--- src/rtl/fpk_pkg.sv ---
package fpk_pkg;

  // Reason a fetch packet leaves the assembly stage in a given cycle.
  typedef enum logic [2:0] {
    EMIT_NONE,
    EMIT_FULL,     // incoming packet completed the fetch packet exactly
    EMIT_PADDED,   // incoming packet did not fit, old one padded
    EMIT_FLUSH,    // end-of-stream close of a partial packet
    EMIT_PENDING   // deferred full packet after a padded emission
  } emit_cause_e;

endpackage

--- src/rtl/fpk_assemble.sv ---
module fpk_assemble
  import fpk_pkg::*;
#(
  parameter int SLOTS = 8,
  parameter int OP_W  = 32,
  parameter int LEN_W = 4
) (
  input  logic                  clk,
  input  logic                  rst,
  input  logic                  acc,
  input  logic [LEN_W-1:0]      in_len,
  input  logic [SLOTS*OP_W-1:0] in_ops,
  input  logic                  flush_go,
  input  logic                  drain_ok,
  output logic                  emit,
  output logic [SLOTS*OP_W-1:0] emit_ops,
  output logic [SLOTS-1:0]      emit_par,
  output logic [LEN_W-1:0]      emit_pad,
  output logic                  full_wait
);

  localparam int VEC_W = SLOTS * OP_W;
  localparam int SUM_W = LEN_W + 1;

  logic [VEC_W-1:0] hold_ops, hold_ops_nx, ins_ops;
  logic [SLOTS-1:0] hold_par, hold_par_nx, ins_par;
  logic [LEN_W-1:0] fill, fill_nx, base;
  logic [SUM_W-1:0] fill_sum;
  logic             fits;
  emit_cause_e      cause;

  assign full_wait = (fill == LEN_W'(SLOTS));
  assign fill_sum  = {1'b0, fill} + {1'b0, in_len};
  assign fits      = (fill_sum <= SUM_W'(SLOTS));
  assign base      = fits ? fill : '0;

  // Shift the incoming operations up to the insertion base.
  always_comb begin : place_blk
    int rel;
    ins_ops = '0;
    ins_par = '0;
    for (int s = 0; s < SLOTS; s++) begin
      rel = s - int'(base);
      if (rel >= 0 && rel < int'(in_len)) begin
        ins_ops[s*OP_W +: OP_W] = in_ops[rel*OP_W +: OP_W];
        ins_par[s]              = (rel != int'(in_len) - 1);
      end
    end
  end

  always_comb begin : cause_blk
    if (full_wait && drain_ok)                          cause = EMIT_PENDING;
    else if (acc && fits && fill_sum == SUM_W'(SLOTS))  cause = EMIT_FULL;
    else if (acc && !fits)                              cause = EMIT_PADDED;
    else if (flush_go && fill != '0 && !full_wait)      cause = EMIT_FLUSH;
    else                                                cause = EMIT_NONE;
  end

  assign emit     = (cause != EMIT_NONE);
  assign emit_ops = (cause == EMIT_FULL) ? (hold_ops | ins_ops) : hold_ops;
  assign emit_par = (cause == EMIT_FULL) ? (hold_par | ins_par) : hold_par;
  assign emit_pad = (cause == EMIT_PADDED || cause == EMIT_FLUSH) ?
                    (LEN_W'(SLOTS) - fill) : '0;

  // Slots above the fill level are kept at zero, so padding costs no logic.
  always_comb begin : next_blk
    hold_ops_nx = hold_ops;
    hold_par_nx = hold_par;
    fill_nx     = fill;
    case (cause)
      EMIT_PENDING, EMIT_FULL, EMIT_FLUSH: begin
        hold_ops_nx = '0;
        hold_par_nx = '0;
        fill_nx     = '0;
      end
      EMIT_PADDED: begin
        hold_ops_nx = ins_ops;
        hold_par_nx = ins_par;
        fill_nx     = in_len;
      end
      default: begin
        if (acc) begin
          hold_ops_nx = hold_ops | ins_ops;
          hold_par_nx = hold_par | ins_par;
          fill_nx     = fill_sum[LEN_W-1:0];
        end
      end
    endcase
  end

  always_ff @(posedge clk) begin
    if (rst) begin
      hold_ops <= '0;
      hold_par <= '0;
      fill     <= '0;
    end else begin
      hold_ops <= hold_ops_nx;
      hold_par <= hold_par_nx;
      fill     <= fill_nx;
    end
  end

  // accepted lengths stay in the legal range (input assumption)
  len_legal_chk: assert property (@(posedge clk) disable iff (rst)
    acc |-> (in_len != '0 && in_len <= LEN_W'(SLOTS)));


  fill_range_chk: assert property (@(posedge clk) disable iff (rst)
    fill <= LEN_W'(SLOTS));


  restart_slot0_chk: assert property (@(posedge clk) disable iff (rst)
    (acc && !fits) |=> (fill == $past(in_len)));


  no_empty_emit_chk: assert property (@(posedge clk) disable iff (rst)
    emit |-> (emit_pad < LEN_W'(SLOTS)));


  pending_blocks_chk: assert property (@(posedge clk) disable iff (rst)
    full_wait |-> !acc);

endmodule

--- src/rtl/fpk_stats.sv ---
module fpk_stats #(
  parameter int LEN_W = 4,
  parameter int CNT_W = 32
) (
  input  logic             clk,
  input  logic             rst,
  input  logic             emit,
  input  logic [LEN_W-1:0] pad,
  output logic [CNT_W-1:0] fp_cnt,
  output logic [CNT_W-1:0] pad_cnt
);

  logic [CNT_W:0] pad_sum;

  assign pad_sum = {1'b0, pad_cnt} + (CNT_W + 1)'(pad);

  always_ff @(posedge clk) begin
    if (rst) begin
      fp_cnt  <= '0;
      pad_cnt <= '0;
    end else if (emit) begin
      if (fp_cnt != '1) fp_cnt <= fp_cnt + CNT_W'(1);
      pad_cnt <= pad_sum[CNT_W] ? '1 : pad_sum[CNT_W-1:0];
    end
  end


  fp_step_chk: assert property (@(posedge clk) disable iff (rst)
    (emit && fp_cnt != '1) |=> (fp_cnt == $past(fp_cnt) + CNT_W'(1)));


  idle_hold_chk: assert property (@(posedge clk) disable iff (rst)
    !emit |=> ($stable(fp_cnt) && $stable(pad_cnt)));


  pad_no_wrap_chk: assert property (@(posedge clk) disable iff (rst)
    emit |=> (pad_cnt >= $past(pad_cnt)));

endmodule

--- src/rtl/fpk_out_reg.sv ---
module fpk_out_reg #(
  parameter int SLOTS = 8,
  parameter int OP_W  = 32
) (
  input  logic                  clk,
  input  logic                  rst,
  input  logic                  emit,
  input  logic [SLOTS*OP_W-1:0] emit_ops,
  input  logic [SLOTS-1:0]      emit_par,
  input  logic                  out_ready,
  output logic                  out_valid,
  output logic [SLOTS*OP_W-1:0] out_ops,
  output logic [SLOTS-1:0]      out_par,
  output logic                  can_emit
);

  assign can_emit = !out_valid || out_ready;

  always_ff @(posedge clk) begin
    if (rst) begin
      out_valid <= 1'b0;
      out_ops   <= '0;
      out_par   <= '0;
    end else if (emit) begin
      out_valid <= 1'b1;
      out_ops   <= emit_ops;
      out_par   <= emit_par;
    end else if (out_ready) begin
      out_valid <= 1'b0;
    end
  end


  hold_stable_chk: assert property (@(posedge clk) disable iff (rst)
    (out_valid && !out_ready) |=> (out_valid && $stable(out_ops) && $stable(out_par)));


  emit_when_free_chk: assert property (@(posedge clk) disable iff (rst)
    emit |-> can_emit);


  last_par_chk: assert property (@(posedge clk) disable iff (rst)
    out_valid |-> !out_par[SLOTS-1]);

endmodule

--- src/rtl/fp_packer.sv ---
module fp_packer #(
  parameter int SLOTS = 8,
  parameter int OP_W  = 32,
  parameter int CNT_W = 32
) (
  input  logic                        clk,
  input  logic                        rst,
  input  logic                        ep_valid,
  output logic                        ep_ready,
  input  logic [$clog2(SLOTS+1)-1:0]  ep_len,
  input  logic [SLOTS*OP_W-1:0]       ep_ops,
  input  logic                        flush_req,
  output logic                        fp_valid,
  input  logic                        fp_ready,
  output logic [SLOTS*OP_W-1:0]       fp_ops,
  output logic [SLOTS-1:0]            fp_par,
  output logic [CNT_W-1:0]            fp_total,
  output logic [CNT_W-1:0]            pad_total
);

  localparam int LEN_W = $clog2(SLOTS + 1);

  logic                  acc, flush_go, can_emit, full_wait, emit;
  logic [SLOTS*OP_W-1:0] emit_ops;
  logic [SLOTS-1:0]      emit_par;
  logic [LEN_W-1:0]      emit_pad;

  assign ep_ready = can_emit && !full_wait;
  assign acc      = ep_valid && ep_ready;
  assign flush_go = flush_req && !ep_valid && can_emit;

  fpk_assemble #(.SLOTS(SLOTS), .OP_W(OP_W), .LEN_W(LEN_W)) asm_i (
    .clk(clk), .rst(rst), .acc(acc), .in_len(ep_len), .in_ops(ep_ops),
    .flush_go(flush_go), .drain_ok(can_emit), .emit(emit),
    .emit_ops(emit_ops), .emit_par(emit_par), .emit_pad(emit_pad),
    .full_wait(full_wait)
  );

  fpk_out_reg #(.SLOTS(SLOTS), .OP_W(OP_W)) out_i (
    .clk(clk), .rst(rst), .emit(emit), .emit_ops(emit_ops),
    .emit_par(emit_par), .out_ready(fp_ready), .out_valid(fp_valid),
    .out_ops(fp_ops), .out_par(fp_par), .can_emit(can_emit)
  );

  fpk_stats #(.LEN_W(LEN_W), .CNT_W(CNT_W)) stats_i (
    .clk(clk), .rst(rst), .emit(emit), .pad(emit_pad),
    .fp_cnt(fp_total), .pad_cnt(pad_total)
  );


  stall_block_chk: assert property (@(posedge clk) disable iff (rst)
    (fp_valid && !fp_ready) |-> !ep_ready);

endmodule

--- config.mk ---
export PLATFORM = sky130hd
export DESIGN_NAME = fp_packer
export DESIGN_NICKNAME = d
export VERILOG_FILES = /design/src/rtl/fpk_pkg.sv /design/src/rtl/fpk_assemble.sv /design/src/rtl/fpk_stats.sv /design/src/rtl/fpk_out_reg.sv /design/src/rtl/fp_packer.sv
export SDC_FILE = /design/constraint.sdc
export NUM_CORES = 2
export LEC_CHECK = 0
export BUFFER_PORTS_ARGS = -buffer_cell sky130_fd_sc_hd__buf_2
export CAP_MARGIN = 15
export CORE_MARGIN = 2
export CORE_UTILIZATION = 57
export DETAILED_ROUTE_END_ITERATION = 7
export PLACE_DENSITY = 0.93
export SKIP_LAST_GASP = 1
export SLEW_MARGIN = 20
export SYNTH_ARGS = -nofsm -noshare
export SYNTH_HDL_FRONTEND = slang
export SYNTH_SLANG_ARGS = --single-unit
--- constraint.sdc ---
create_clock -name clk -period 8.9 [get_ports clk]
set_input_delay 1.335 -clock clk [delete_from_list [all_inputs] [get_ports clk]]
set_output_delay 1.335 -clock clk [all_outputs]
set_load 0.03 [all_outputs]
## Yosys cells after proc, flatten, opt, wreduce, memory -nomap -nowiden

Cells that the tools add are included.
Widths: inputs -> output; s select.

| operators by class | value |
|---|---|
| multiplexer cells | 33 |
| bitwise logic cells | 2 |
| $add $sub $neg | 13 |
| shift operators | 8 |
| $lt $le $gt $ge | 17 |
| reduce and logical (&&, ||, !) cells | 30 |
| eq/ne operators | 15 |

Operators with widths:

| kind | number |
|---|---|
| $shiftx 256x32->32 | 8 |
| $mux 256 | 2 |
| $pmux 256 s2 | 1 |
| $mux 32 | 9 |
| $ge 32x1->1 const B | 8 |
| $lt 32x5->1 | 8 |
| $ne 32x32->1 | 8 |
| $or 256x256->256 | 1 |
| $add 32x4->33 | 1 |
| $add 32x1->32 const B | 1 |
| $ne 32x32->1 const B | 1 |
| $sub 3x4->5 const A | 4 |
| $logic_and 1x1->1 | 18 |
| $mux 8 | 2 |
| $pmux 8 s2 | 1 |
| $mux 4 | 3 |
| $mux 1 | 10 |
| $sub 1x4->5 const A | 2 |
| $sub 2x4->5 const A | 2 |
| $mux 3 | 3 |
| $or 8x8->8 | 1 |
| $pmux 4 s2 | 1 |
| $eq 3x2->1 const B | 2 |
| $reduce_bool 3->1 | 2 |
| 15 further kinds | 19 |

| storage, ports and cells | value |
|---|---|
| word-level logic and storage cells | 126 |
| register bits | 597 |
| output and inout bits | 330 |

## Logic depth before layout (Yosys ltp)

| depth | value |
|---|---|
| depth after elaboration | 14 |
| depth in mapped cells | 22 |

## Modules after synthesis

From an unflattened synthesis, not the netlist that was laid out.

| unflattened totals | value |
|---|---|
| cell total of the unflattened synthesis | 4638 |
| area total of the unflattened synthesis | 39312.7 um^2 |

By module, submodules not included:

| module | times used | cells each | area each (um^2) |
|---|---|---|---|
| fpk_assemble | 1 | 3404 | 26396.6 |
| fpk_out_reg | 1 | 855 | 9540.4 |
| fpk_stats | 1 | 376 | 3352.0 |
| fp_packer | 1 | 3 | 23.8 |

## Least setup slack after synthesis

No wires, ideal clock.

| timing path | value |
|---|---|
| path type | input port to flip-flop |
| from | input ep_len[0] |
| to | register out_i.out_ops[86] |
| path buffers | 9 |
| slack | 2.213 ns |
| data arrival time | 6.611 ns |
| required time | 8.824 ns |
| cell stages on the path | 22 |
| cells stage by stage | ha_1 -> fa_1 -> o32a_1 -> o22a_1 -> buf_2 -> a21o_1 -> buf_2 -> buf_2 -> buf_2 -> buf_2 -> ha_1 -> clkbuf_1 -> inv_1 -> clkbuf_1 -> buf_1 -> ha_1 -> a21o_1 -> a21o_1 -> a211oi_1 -> nand3_1 -> clkbuf_1 -> o22ai_1 |

| between the ends | value |
|---|---|
| cells in the longest elaborated chain, start to end | 9 |
| elaborated cells between the ends (all ways) | 21 |

Ends and longest elaborated chain:

| item | RTL line | text |
|---|---|---|
| from (decl) | fp_packer.sv:10 | `input logic [$clog2(SLOTS+1)-1:0] ep_len,` |
| $add 4x4->5 | fpk_assemble.sv:33 | `assign fill_sum = {1'b0, fill} + {1'b0, in_len};` |
| $le 5x4->1 | fpk_assemble.sv:34 | `assign fits = (fill_sum <= SUM_W'(SLOTS));` |
| $mux 4 / $logic_not 1->1 (equally long branches) | fpk_assemble.sv:35, fpk_assemble.sv:54 |  |
| $sub 2x4->5 / $logic_and 1x1->1 (equally long branches) | fpk_assemble.sv:43, fpk_assemble.sv:54 |  |
| $ge 32x1->1, or another cell as far along | fpk_assemble.sv:44 | `if (rel >= 0 && rel < int'(in_len)) begin` |
| $logic_and 1x1->1 / $mux 3 (equally long branches) | fpk_assemble.sv:44, fpk_assemble.sv:53 |  |
| $mux 32 / $mux 3 (equally long branches) | fpk_assemble.sv:44, fpk_assemble.sv:52 |  |
| $or 256x256->256 / $eq 3x1->1 (equally long branches) | fpk_assemble.sv:60 | `assign emit_ops = (cause == EMIT_FULL) ? (hold_ops \| ins_ops) : hold_ops;` |
| $mux 256 | fpk_assemble.sv:60 |  |
| to (signal assigned) | fpk_out_reg.sv:26 | `out_ops <= emit_ops;` |
| to (decl) | fpk_out_reg.sv:12 | `output logic [SLOTS*OP_W-1:0] out_ops,` |

Several ways; a longest one is shown, not always the timed one.
A chain may end at the register's enable or synchronous reset.

## Worst setup path after layout

| timing path | value |
|---|---|
| from | input ep_len[0] |
| to | register out_i.out_ops[66] |

The elaborated chain is that of the path after synthesis.

==> impl_metrics.env <==
export IMPL_grt_use_total_pct=45.8
export IMPL_hold_violations=0
export IMPL_clk_pin_slew_ns=0.06
export IMPL_final_area_um2=39100
export IMPL_dp_cells=4689
export IMPL_power_density_nw_per_um2=332
export IMPL_crit_family="compound AO/OA/AOI/OAI gates"
export IMPL_worstSetupStartpointType="input pin"
export IMPL_crit_start="ep_len[0]"
export IMPL_syn_area_um2=33400
export IMPL_drv_slew=0
export IMPL_post_route_period_util_pct=70.3
export IMPL_clock_root_buffer="clkbuf_16"
export IMPL_grt_max_degree=206
export IMPL_slew_headroom_pct=15.3
export IMPL_rsz0062_at_grt="false"
export IMPL_p_total_mw=13.0
export IMPL_crit_path_max_fanout=47
export IMPL_min_path_type="flip-flop to flip-flop"
export IMPL_insertion_delay_ns=0.67
export IMPL_dp_slack_ns=2.12
export IMPL_min_from="asm_i.hold_ops[70]"
export IMPL_ys_ff_latch=597
export IMPL_placed_area_um2=36700
export IMPL_ys_types=86
export IMPL_io_pins=595
export IMPL_grt_pass1_vias=31802
export IMPL_cts_path_max_buffers=3
export IMPL_finalNonFillerCells=4874
export IMPL_cts_sinks=597
export IMPL_grt_ovfl_total=0
export IMPL_wl_mm=145
export IMPL_cts_buffers=61
export IMPL_ys_warn_count=0
export IMPL_dr_pass1_iters=8
export IMPL_finalSetupViolations=0
export IMPL_drt_initial_drc_count=4724
export IMPL_drc=4
export IMPL_endpoint_kind="flip-flop"
export IMPL_syn_nets=3883
export IMPL_tritoncts="built"
export IMPL_finalSetupTns_ns=0
export IMPL_h_tree_depth=2
export IMPL_nets=4298
export IMPL_layout_commonest_cell="mux2i_1"
export IMPL_final_core_util_pct=67.6
export IMPL_slowest_stage="ha_4"
export IMPL_initial_core_util_pct=57.8
export IMPL_p_leak_nw=17.4
export IMPL_postCtsSetupBuffers=0
export IMPL_hold_buffers=0
export IMPL_whs_ns=0.453
export IMPL_hpwl_mm=101
export IMPL_fillers=4404
export IMPL_async_reset_ff_share_pct=0
export IMPL_crit_chain="buf_2 > ha_1 > fa_1 > o32a_1 > o22a_1 > a21o_2 > buf_4 > ha_4 > clkinv_2 > ha_1 > a21o_1 > a21o_1 > a211oi_1 > nand3_1 > buf_4 > o22ai_1"
export IMPL_critPathBufInv=4
export IMPL_fp_coreArea_um2=57800
export IMPL_wl_per_cell_um=29.8
export IMPL_synthToLayoutAreaGrowth_pct=17.0
export IMPL_via_count=33942
export IMPL_fin_skew_ns=0.0208
export IMPL_avgSynthCellArea_um2=9.36
export IMPL_grt_first_pass_wirelength_mm=207
export IMPL_cp_arrival_ns=6.83
export IMPL_ir_drop_v=0.000273
export IMPL_ys_seq_area_share_pct=35.8
export IMPL_mostFrequentLayoutCells="868 x mux2i_1, 596 x dfxtp_1, 593 x buf_2"
export IMPL_cts_resized=0
export IMPL_synth_top_flop_cell="dfxtp_1"
export IMPL_synthCells=3572
export IMPL_chipWidth_um=246
export IMPL_final_antenna_net_count=0
export IMPL_worst_slack_ns=2.64
export IMPL_antenna_found_initial=78
export IMPL_synth_edf_count=0
export IMPL_reg2reg_from="asm_i.fill[0]"
export IMPL_max_stage_delay_ns=0.64
export IMPL_worstMarginPinSlew_ns=1.27
export IMPL_core_rowCount=88
export IMPL_fmax_mhz=160
export IMPL_fin_crit_ns=6.26
export IMPL_portBuffers=594
export IMPL_final_layout_size_suffix_gt1_share_pct=20.9
export IMPL_worstPathRequired_ns=9.47
export IMPL_dieArea_um2=60600
export IMPL_violations="DRC"
export IMPL_gp_congestion=1.08
export IMPL_die_h_um=246
export IMPL_outcome="finished with violations"
export IMPL_routed_via_density=6.96
export IMPL_maxCapViolations=0
export IMPL_crit_type="input pin to flip-flop"
-- report_power, final --
| group | internal, mW | switching (mW) |
|---|---|---|
| clock network | 1.68 | 1.20 |
| logic | 2.24 | 4.22 |
| registers | 3.27 | 0.376 |
| total | 7.19 | 5.79 |
-- metal layers --
layer  vias up  global-route usage [%]  share of wire, %
li1      14349                       -                 -
met2      2711                    69.9                43
met4        42                    38.0                10
met5         -                       0              0.19
met1     15985                    50.6                33
met3       855                    17.2                14
-- kinds of logic after synthesis --
kind of cell	count (synthesis)	synth area share, %
mux	914	27.6
compound gates	963	19.8
simple gates	646	8.67
buf+inv	330	4.21
fa+ha+maj	46	1.77
flops	597	35.8
xor+xnor	76	2.17
-- final timing paths --
check        slack [ns]  cells after the start                 end
max                2.64                     16   out_i.out_ops[66]
min                0.45                      2  asm_i.hold_ops[70]
max reg2reg        2.79                     15   out_i.out_ops[66]
min reg2reg        0.45                      2  asm_i.hold_ops[70]
-- layout make-up --
cell class	instances	area (um^2)	area share [%]
inverter	34	141	0.362
tap	765	957	2.45
antenna	69	173	0.442
sequential	597	12000	30.6
multi-input combinational	2645	20200	51.6
clock buffer	80	1710	4.37
clock inverter	36	542	1.39
timing repair buffer	648	3440	8.79
-- state kept, by name (all words and copies together) (netlist names) --
register	flops
asm_i.fill	4
stats_i.pad_cnt	32
out_i.out_ops	256
stats_i.fp_cnt	32
asm_i.hold_ops	256
asm_i.hold_par	8
out_i.out_valid	1
out_i.out_par	8
-- tightest hold or removal path: cells and delay by family, from the launching register on --
kind	cells	cell delay [ns]
compound gates	1	0.05
flops	1	0.32
simple gates	1	0.04
-- synthesized netlist by cell type, types with 5 or more instances --
| cell type | n | share of area (%) |
|---|---|---|
| mux2i_1 | 868 | 26 |
| dfxtp_1 | 597 | 36 |
| nand2_1 | 303 | 3.4 |
| o21ai_0 | 234 | 3.5 |
| o22ai_1 | 197 | 3.7 |
| clkbuf_1 | 187 | 2.1 |
| nor2_1 | 146 | 1.6 |
| a22o_1 | 103 | 2.7 |
| a21oi_1 | 101 | 1.5 |
| o2bb2ai_1 | 95 | 2.5 |
| buf_2 | 68 | 1.0 |
| nor3_1 | 54 | 0.81 |
| xnor2_1 | 48 | 1.3 |
| mux2_2 | 45 | 1.5 |
| ha_1 | 44 | 1.6 |
| and3_1 | 37 | 0.69 |
| a22oi_1 | 32 | 0.72 |
| o221ai_1 | 31 | 0.81 |
| inv_1 | 28 | 0.31 |
| o2111ai_1 | 27 | 0.71 |
| o22a_1 | 27 | 0.71 |
| buf_1 | 25 | 0.28 |
| nand3_1 | 25 | 0.37 |
| xor2_1 | 24 | 0.63 |
| a211oi_1 | 15 | 0.34 |
| a21o_1 | 14 | 0.31 |
| or3_1 | 13 | 0.24 |
| a31oi_1 | 12 | 0.22 |
| nand4_1 | 12 | 0.22 |
| buf_4 | 11 | 0.25 |
| nor4_1 | 9 | 0.17 |
| a211o_1 | 7 | 0.18 |
| o211ai_1 | 7 | 0.16 |
| o21ai_1 | 7 | 0.10 |
| a221oi_1 | 6 | 0.16 |
| and2_1 | 6 | 0.11 |
| and4_1 | 6 | 0.16 |
| nand2b_1 | 6 | 0.11 |
| o32ai_1 | 6 | 0.16 |
| buf_6 | 5 | 0.17 |
| nor2b_1 | 5 | 0.094 |
| o32a_1 | 5 | 0.15 |
Power figures use the tool's default switching activity.
